`src/rtl/i2c_regwr_pkg.sv`:
```
package i2c_regwr_pkg;
  typedef enum logic [2:0] {
    ST_IDLE,
    ST_ADDR,
    ST_SUBA,
    ST_DATA,
    ST_IGNORE
  } slv_state_e;
endpackage

```
`src/rtl/i2c_line_sync.sv`:
```
module i2c_line_sync #(
  parameter int unsigned STAGES = 2
) (
  input  logic clk_i,
  input  logic rst_ni,
  input  logic d_i,
  output logic lvl_o,
  output logic rise_o,
  output logic fall_o
);
  logic [STAGES-1:0] sync_q;
  logic              prev_q;

  generate
    for (genvar g = 0; g < STAGES; g++) begin : g_stage
      always_ff @(posedge clk_i or negedge rst_ni) begin
        if (!rst_ni) sync_q[g] <= 1'b1;  // idle bus is high
        else if (g == 0) sync_q[g] <= d_i;
        else sync_q[g] <= sync_q[(g == 0) ? 0 : g-1];
      end
    end
  endgenerate

  always_ff @(posedge clk_i or negedge rst_ni) begin
    if (!rst_ni) prev_q <= 1'b1;
    else         prev_q <= sync_q[STAGES-1];
  end

  assign lvl_o  = sync_q[STAGES-1];
  assign rise_o = sync_q[STAGES-1] & ~prev_q;
  assign fall_o = ~sync_q[STAGES-1] & prev_q;
endmodule

```
`src/rtl/i2c_byte_rx.sv`:
```
module i2c_byte_rx (
  input  logic       clk_i,
  input  logic       rst_ni,
  input  logic       clr_i,
  input  logic       scl_rise_i,
  input  logic       scl_fall_i,
  input  logic       sda_i,
  output logic [7:0] byte_o,
  output logic       byte_done_o,
  output logic       ack_end_o
);
  logic [7:0] shift_q;
  logic [3:0] cnt_q;
  logic       in_ack_q;

  always_ff @(posedge clk_i or negedge rst_ni) begin
    if (!rst_ni) begin
      shift_q  <= '0;
      cnt_q    <= '0;
      in_ack_q <= 1'b0;
    end else if (clr_i) begin
      cnt_q    <= '0;
      in_ack_q <= 1'b0;
    end else if (scl_rise_i && !in_ack_q && cnt_q < 4'd8) begin
      shift_q <= {shift_q[6:0], sda_i};
      cnt_q   <= cnt_q + 4'd1;
    end else if (byte_done_o) begin
      in_ack_q <= 1'b1;
    end else if (ack_end_o) begin
      in_ack_q <= 1'b0;
      cnt_q    <= '0;
    end
  end

  assign byte_o      = shift_q;
  assign byte_done_o = !clr_i && scl_fall_i && !in_ack_q && cnt_q == 4'd8;
  assign ack_end_o   = !clr_i && scl_fall_i && in_ack_q;
endmodule

```
`src/rtl/i2c_regwr_slave.sv`:
```
module i2c_regwr_slave
  import i2c_regwr_pkg::*;
#(
  parameter logic [6:0]  DEV_ADDR    = 7'h34,
  parameter int unsigned REG_AW      = 8,
  parameter int unsigned SYNC_STAGES = 2
) (
  input  logic              clk_i,
  input  logic              rst_ni,
  input  logic              scl_i,
  input  logic              sda_i,
  output logic              sda_oe_o,
  output logic              wr_en_o,
  output logic [REG_AW-1:0] wr_addr_o,
  output logic [7:0]        wr_data_o
);
  localparam int unsigned NLINES = 2;

  logic [NLINES-1:0] lvl, rise, fall;
  logic [NLINES-1:0] pins;
  assign pins = {sda_i, scl_i};

  generate
    for (genvar g = 0; g < NLINES; g++) begin : g_line
      i2c_line_sync #(.STAGES(SYNC_STAGES)) u_sync (
        .clk_i (clk_i),
        .rst_ni(rst_ni),
        .d_i   (pins[g]),
        .lvl_o (lvl[g]),
        .rise_o(rise[g]),
        .fall_o(fall[g])
      );
    end
  endgenerate

  logic bus_start, bus_stop;
  assign bus_start = lvl[0] & fall[1];
  assign bus_stop  = lvl[0] & rise[1];

  logic [7:0] rx_byte;
  logic       byte_done, ack_end;

  i2c_byte_rx u_rx (
    .clk_i      (clk_i),
    .rst_ni     (rst_ni),
    .clr_i      (bus_start | bus_stop),
    .scl_rise_i (rise[0]),
    .scl_fall_i (fall[0]),
    .sda_i      (lvl[1]),
    .byte_o     (rx_byte),
    .byte_done_o(byte_done),
    .ack_end_o  (ack_end)
  );

  slv_state_e        st_q;
  logic [REG_AW-1:0] ptr_q;
  logic              oe_q, wr_en_q;
  logic [REG_AW-1:0] wr_addr_q;
  logic [7:0]        wr_data_q;

  always_ff @(posedge clk_i or negedge rst_ni) begin
    if (!rst_ni) begin
      st_q      <= ST_IDLE;
      ptr_q     <= '0;
      oe_q      <= 1'b0;
      wr_en_q   <= 1'b0;
      wr_addr_q <= '0;
      wr_data_q <= '0;
    end else begin
      wr_en_q <= 1'b0;
      if (bus_start) begin
        st_q <= ST_ADDR;
        oe_q <= 1'b0;
      end else if (bus_stop) begin
        st_q <= ST_IDLE;
        oe_q <= 1'b0;
      end else if (byte_done) begin
        unique case (st_q)
          ST_ADDR: begin
            if (rx_byte[7:1] == DEV_ADDR && !rx_byte[0]) begin
              st_q <= ST_SUBA;
              oe_q <= 1'b1;
            end else begin
              st_q <= ST_IGNORE;
            end
          end
          ST_SUBA: begin
            ptr_q <= REG_AW'(rx_byte);
            st_q  <= ST_DATA;
            oe_q  <= 1'b1;
          end
          ST_DATA: begin
            wr_en_q   <= 1'b1;
            wr_addr_q <= ptr_q;
            wr_data_q <= rx_byte;
            ptr_q     <= ptr_q + 1'b1;
            oe_q      <= 1'b1;
          end
          default: ;
        endcase
      end else if (ack_end) begin
        oe_q <= 1'b0;
      end
    end
  end

  assign sda_oe_o  = oe_q;
  assign wr_en_o   = wr_en_q;
  assign wr_addr_o = wr_addr_q;
  assign wr_data_o = wr_data_q;
endmodule

```
`config.mk`:
```
export PLATFORM = sky130hd
export DESIGN_NAME = i2c_regwr_slave
export DESIGN_NICKNAME = d
export VERILOG_FILES = /design/src/rtl/i2c_regwr_pkg.sv /design/src/rtl/i2c_line_sync.sv /design/src/rtl/i2c_byte_rx.sv /design/src/rtl/i2c_regwr_slave.sv
export SDC_FILE = /design/constraint.sdc
export NUM_CORES = 1
export LEC_CHECK = 0
export BUFFER_PORTS_ARGS = -buffer_cell sky130_fd_sc_hd__buf_4
export CAP_MARGIN = 5
export CELL_PAD_IN_SITES_DETAIL_PLACEMENT = 0
export CELL_PAD_IN_SITES_GLOBAL_PLACEMENT = 2
export CORE_AREA = 2 2 57 100
export CTS_CLUSTER_DIAMETER = 50
export DETAILED_ROUTE_END_ITERATION = 10
export DIE_AREA = 0 0 59 102
export PLACE_DENSITY_LB_ADDON = 0.1
export SETUP_SLACK_MARGIN = 0.5
export SLEW_MARGIN = 20
export SYNTH_ARGS = -nofsm -noshare
export SYNTH_HDL_FRONTEND = slang
export SYNTH_SLANG_ARGS = --single-unit
```
`constraint.sdc`:
```
create_clock -name clk_i -period 5 [get_ports clk_i]
set_clock_uncertainty 0.15 [all_clocks]
set_input_delay 1 -clock clk_i [delete_from_list [all_inputs] [get_ports clk_i]]
set_output_delay 1 -clock clk_i [all_outputs]
set_load 0.01 [all_outputs]
```
# Word level (Yosys, flattened, before mapping)
# Index checks and enable logic that the tools add are counted.
# totals
output_inout_bits	18
inputBits	4
ff_bits	48
elab_cells	88
# classes
order_cmp	1
n_reduce_logical	24
mux	23
bitwise_logic	14
addsub	2
n_eq_ne	9
# ops
operator	n
4-bit 2-to-1 mux	4
8-bit case mux with 2 select lines	1
1-bit 2-to-1 mux	12
3-bit 2-to-1 mux	4
3-bit nonzero test	3
8-bit by 1-bit adder with 8-bit output (second input constant)	1
2-bit AND reduction	4
4-bit AND reduction	2
4-bit nonzero test	2
7-bit by 6-bit == test with 1-bit output (second input constant)	1
1-bit logical AND	7
1-bit NOT	7
1-bit bitwise AND	6
3-bit by 2-bit == test with 1-bit output (second input constant)	2
3-bit case mux with 2 select lines	1
5-bit by 4-bit != test with 1-bit output (second input constant)	1
5-bit != test (second input constant)	1
4-bit by 1-bit adder with 4-bit output (second input constant)	1
4-bit == test (second input constant)	1
4-bit less-than comparator (second input constant)	1
3-bit by 1-bit == test with 1-bit output (second input constant)	1
1-bit logical NOT	3
3-bit by 1-bit != test with 1-bit output (second input constant)	1
3-bit AND reduction	1
other kinds (5)	5

# Longest topological paths before layout
# logic_depth
word_depth	11
mapped_depth	7
mapped_depth_nobuf	5

# Hierarchy
# From an unflattened synthesis, not the netlist that was laid out.
# unflattened
cells_unflattened	173
area_unflattened_um2	2194.6
# by_module_without_submodules
module	cells_each	n_inst	seq_area_each_um2	area_each_um2
i2c_regwr_slave	119	1	725.7	1410.1
i2c_byte_rx	44	1	325.3	596.8
i2c_line_sync	5	2	78.8	93.8

# Worst setup path after synthesis
# Ideal clock, no wire load.
# synth_path
kind	flip-flop to flip-flop
start	register g_line[0].u_sync.sync_q[1]
end	register u_rx.shift_q[0] (netlist: u_rx.byte_o[0])
required_ns	4.725
setup_ns	0.125
arrival_ns	1.791
slack_ns	2.934
stages_incl_launch_ff	6
synth_period_minus_slack_ns	2.066
path_buffers	2
cell_sequence	dfstp_2 -> buf_6 -> or4b_1 -> buf_2 -> a21oi_4 -> mux2_2
# synth_between
elab_chain_len	4
elab_cells_between_ends	8
# synth_rtl
element	line_no	source
start: declaration	i2c_line_sync.sv:11	logic [STAGES-1:0] sync_q;
start signal: indexed assignment	i2c_line_sync.sv:18	else if (g == 0) sync_q[g] <= d_i;
start signal: indexed assignment	i2c_line_sync.sv:19	else sync_q[g] <= sync_q[(g == 0) ? 0 : g-1];
1-bit bitwise AND (on tied branches)	i2c_regwr_slave.sv:37, i2c_regwr_slave.sv:38, i2c_line_sync.sv:30	
1-bit OR or 1-bit logical AND (tied branches)	i2c_regwr_slave.sv:46, i2c_byte_rx.sv:24	
1-bit NOT (no line) or 1-bit logical AND (tied branches)	-	
2-bit AND reduction (no line) (*)	-	
end signal: assignment	i2c_byte_rx.sv:25	shift_q <= {shift_q[6:0], sda_i};
end: declaration	i2c_byte_rx.sv:12	logic [7:0] shift_q;
# Mark *: on every way between the ends. The rest lies on a longest branch, timed or not.
# A chain may end at the register's enable or synchronous reset.

# Worst setup path after layout
# layout_path
start	register st_q[0]
end	register wr_data_q[6] (netlist: wr_data_o[6])
# layout_between
elab_chain_len	2
# layout_rtl
element	line_no	source
start: declaration	i2c_regwr_slave.sv:55	slv_state_e st_q;
start signal: assignment	i2c_regwr_slave.sv:63	st_q <= ST_IDLE;
start signal: assignment	i2c_regwr_slave.sv:72	st_q <= ST_ADDR;
start signal: assignment	i2c_regwr_slave.sv:75	st_q <= ST_IDLE;
3-bit by 2-bit == test with 1-bit output	i2c_regwr_slave.sv:78	unique case (st_q)
4-bit AND reduction (no line)	-	
end signal: assignment	i2c_regwr_slave.sv:95	wr_data_q <= rx_byte;
end: declaration	i2c_regwr_slave.sv:59	logic [7:0] wr_data_q;
# Every way passes these cells.

==> run_results.csv <==
group,metric,value,unit
final_layout,multiInputGateArea,837,sq um
global_route,grt_usage,0.160,
global_route,grt_use_met1,0.173,
yosys,yosys_warnings,0,
clock_network,cts.sinks,48,
global_route,grt_pass1_wl,7220,um
yosys,synth_top_family_by_area,"multiplexers",
flow_run,cap_violations,0,
placement,placed_area,0.00230,sq mm
clock_network,cts_made_buffers,5,
yosys,synthMuxAreaShare,0.131,
outcome,status,"finished clean",
clock_network,cts_hold_buf,0,
placement,portBuffers,21,
final_layout,nets,202,
sta,rsz0062_at_grt,"no",
final_layout,n_fill_cell,494,
placement,gp_congestion,0.814,
route,postRouteAntennaNets,0,
clock_network,h-tree-depth,2,
setup_path,cp.required,5030,ps
yosys,synth_top_area_frac,0.491,
setup_path,crit_path_end_kind,"flip-flop",
clock_network,clock_path_buffers,2,
sta,tightestPinTransition,785,ps
route,routedWlPerCell,16.9,um
power,powerDensity,346,mW/mm^2
sta,fin_crit,2420,ps
sta,hold_ws,208,ps
global_route,grt-busiest-layer,"met2",
setup_path,crit_fanout,17,
die,fp.dieH,102,um
yosys,synthAdderAreaFrac,0.0175,
final_layout,regArea,0.00121,sq mm
setup_path,start_kind,"flip-flop",
yosys,synth_compound_area_frac,0.112,
sta,slew_viol_final,0,
die,die_area,0.00602,sq mm
yosys,synth-simple-area-share,0.123,
power,ir_worst_vdd,0.000168,V
yosys,yosysSeqAreaShare,0.565,
final_layout,drive_gt1_frac,0.270,
route,vias_per_cell,5.64,
final_layout,areaGrowthSynthToFinish,12.4,%
clock_network,cts_tree,"yes",
yosys,synth.net_count,184,
sta,slew_headroom,0.477,
sta,hold_viol,0,
die,ioPinCount,22,
setup_path,timing_worst_setup_path_type,"reg2reg",
placement,hpwl,3100,um
route,drc,0,
sta,setup-tns-final,0,ps
route,drtIter0Drc,45,
global_route,antenna_found_initial,0,
sta,fin_crit_sh,0.483,
die,start_util,0.414,
yosys,yosys.area.top_type,"dfrtp_1",
setup_path,crit_arrival,2440,ps
min_path,min_path_type,"reg2reg",
yosys,synth_edf_count,0,
sta,setup_slack,2580,ps
global_route,grt.overflow.total,0,
yosys,synth_area_leaders,"dfrtp_1 (49%), mux2_2 (7.9%), dfstp_2 (7.4%)",
die,core-area,0.00517,sq mm
global_route,grt_start_max_net_pins,49,
yosys,synth_area,0.00214,sq mm
yosys,async_flop_share,1.00,
route,vias,1416,
final_layout,postLayoutCellArea,0.00241,sq mm
yosys,synthFlopType,"dfrtp_1",
die,fp.dieW,59,um
sta,setup_violations,0,
yosys,syn_area_per_cell,12.1,sq um
clock_network,ctsResizeCount,0,
final_layout,diodes,0,
yosys,synthCells,177,
clock_network,post_cts_buffers,0,
clock_network,clock_latency,290,ps
route,firstDrtPassIters,4,
yosys,synthXorXnorAreaFrac,0.00818,
global_route,use_met3,0.0228,
global_route,use_met2,0.303,
clock_network,cts-root-buf,"clkbuf_8",
sta,fmax,414,MHz
global_route,grt_pass1_vias,1459,
power,leakage,1.13,nW
die,rows,35,
yosys,synth-seq-cells,48,
route,wirelength,4240,um
yosys,synth.distinct_cells,42,
clock_network,clk_pin_slew_worst_paths,80,ps
placement,pre_cts_slack,2540,ps
## sequential cells by signal, indices dropped and copies added, names as in the netlist
register / cells
u_rx.in_ack_q: 1
wr_addr_o: 8
ptr_q: 8
u_rx.byte_o: 8
wr_en_o: 1
st_q: 3
wr_data_o: 8
sda_oe_o: 1
u_rx.cnt_q: 4
g_line.u_sync.lvl_o: 2
g_line.u_sync.prev_q: 2
g_line.u_sync.sync_q: 2
## worst max-delay path: stages, from the launching register on
cell	delay (ps)
dfrtp_1	660
and3b_1	390
and2_1	680
mux2_2	410
## report_power, final
part           internal (W)  total (W)  switching, W
Clock              0.000148   0.000267      0.000118
Combinational     0.0000466  0.0000836     0.0000370
Sequential         0.000426   0.000483     0.0000570
## cell type report
cell class              instances  area share
clock buffers                   6      0.0302
clock inverters                 2      0.0146
flip-flops and latches         48       0.502
well taps                      55      0.0286
inverters                       7      0.0109
repair buffers                 21      0.0655
multi-input cells             112       0.348
## Yosys cell counts (2+ instances only)
master and count:
a21oi_1 12, a221oi_1 2, and2_1 2, and3_1 2
buf_2 2, clkbuf_1 4, dfrtp_1 42, dfstp_2 6
ha_1 3, inv_1 7, mux2_1 9, mux2_2 15
nand2_1 11, nand3_1 7, nand4_1 5, nor2_1 6
nor2b_1 4, o21ai_0 8, o22ai_1 6, o31ai_1 2
## routing by layer
layer  up-vias  wire length, um
met4         0               76
met2        20             2390
met3         6               88
met1       713             1680
met5         -                0
li1        677                -
## cell usage in the layout (no fill, tap or decap), drive strengths merged
cell type	count
o32ai	1
dfstp	6
bufinv	1
o41ai	1
o21ai	8
and3	2
and2	2
ha	3
or2	1
nor2	6
clkbuf	6
or4b	1
o31ai	2
o22ai	6
a221oi	2
dfrtp	42
and4	1
buf	21
nor4b	2
nand3b	1
and3b	1
a31o	1
nand4	5
nand2	11
inv	7
clkinv	1
xnor2	1
xor2	1
o211a	1
nand3	7
nand4b	1
a2bb2oi	1
mux2i	1
nor2b	4
a21oi	13
o21a	1
mux2	24
## path summary, 6_finish.rpt
path	startpoint	end	slack [ps]	cells after the start
setup / recovery	st_q[0]$_DFFE_PN0P_	wr_data_o[6]$_DFFE_PN0P_	2580	3
hold / removal	g_line[0].u_sync.sync_q[0]$_DFF_PN1_	g_line[0].u_sync.lvl_o$_DFF_PN1_	210	0
setup reg to reg	st_q[0]$_DFFE_PN0P_	wr_data_o[6]$_DFFE_PN0P_	2580	3
max in group asynchronous	rst_ni	g_line[0].u_sync.prev_q$_DFF_PN1_	3750	1
min in group asynchronous	rst_ni	u_rx.byte_o[7]$_DFFE_PN0P_	550	1
hold reg to reg	g_line[0].u_sync.sync_q[0]$_DFF_PN1_	g_line[0].u_sync.lvl_o$_DFF_PN1_	210	0
## metrics by stage
stage	cells	total power [W]	util
3_5_place_dp	243	0.000577	0.445
2_1_floorplan	177	0.000533	-
4_1_cts	251	0.000848	0.466
5_1_grt	251	0.000880	0.466
3_3_place_gp	243	0.000573	0.445
6_report	251	0.000833	0.466
## kinds of logic after synthesis
kind of cell,count (synthesis)
AOI/OAI and AO/OA,37
xor gates and xnor gates,2
adders and majority gates,3
buffers and inverters,17
DFF,48
muxes,25
and+or+nand+nor,45
No activity file was read; power rests on OpenSTA's default activity.
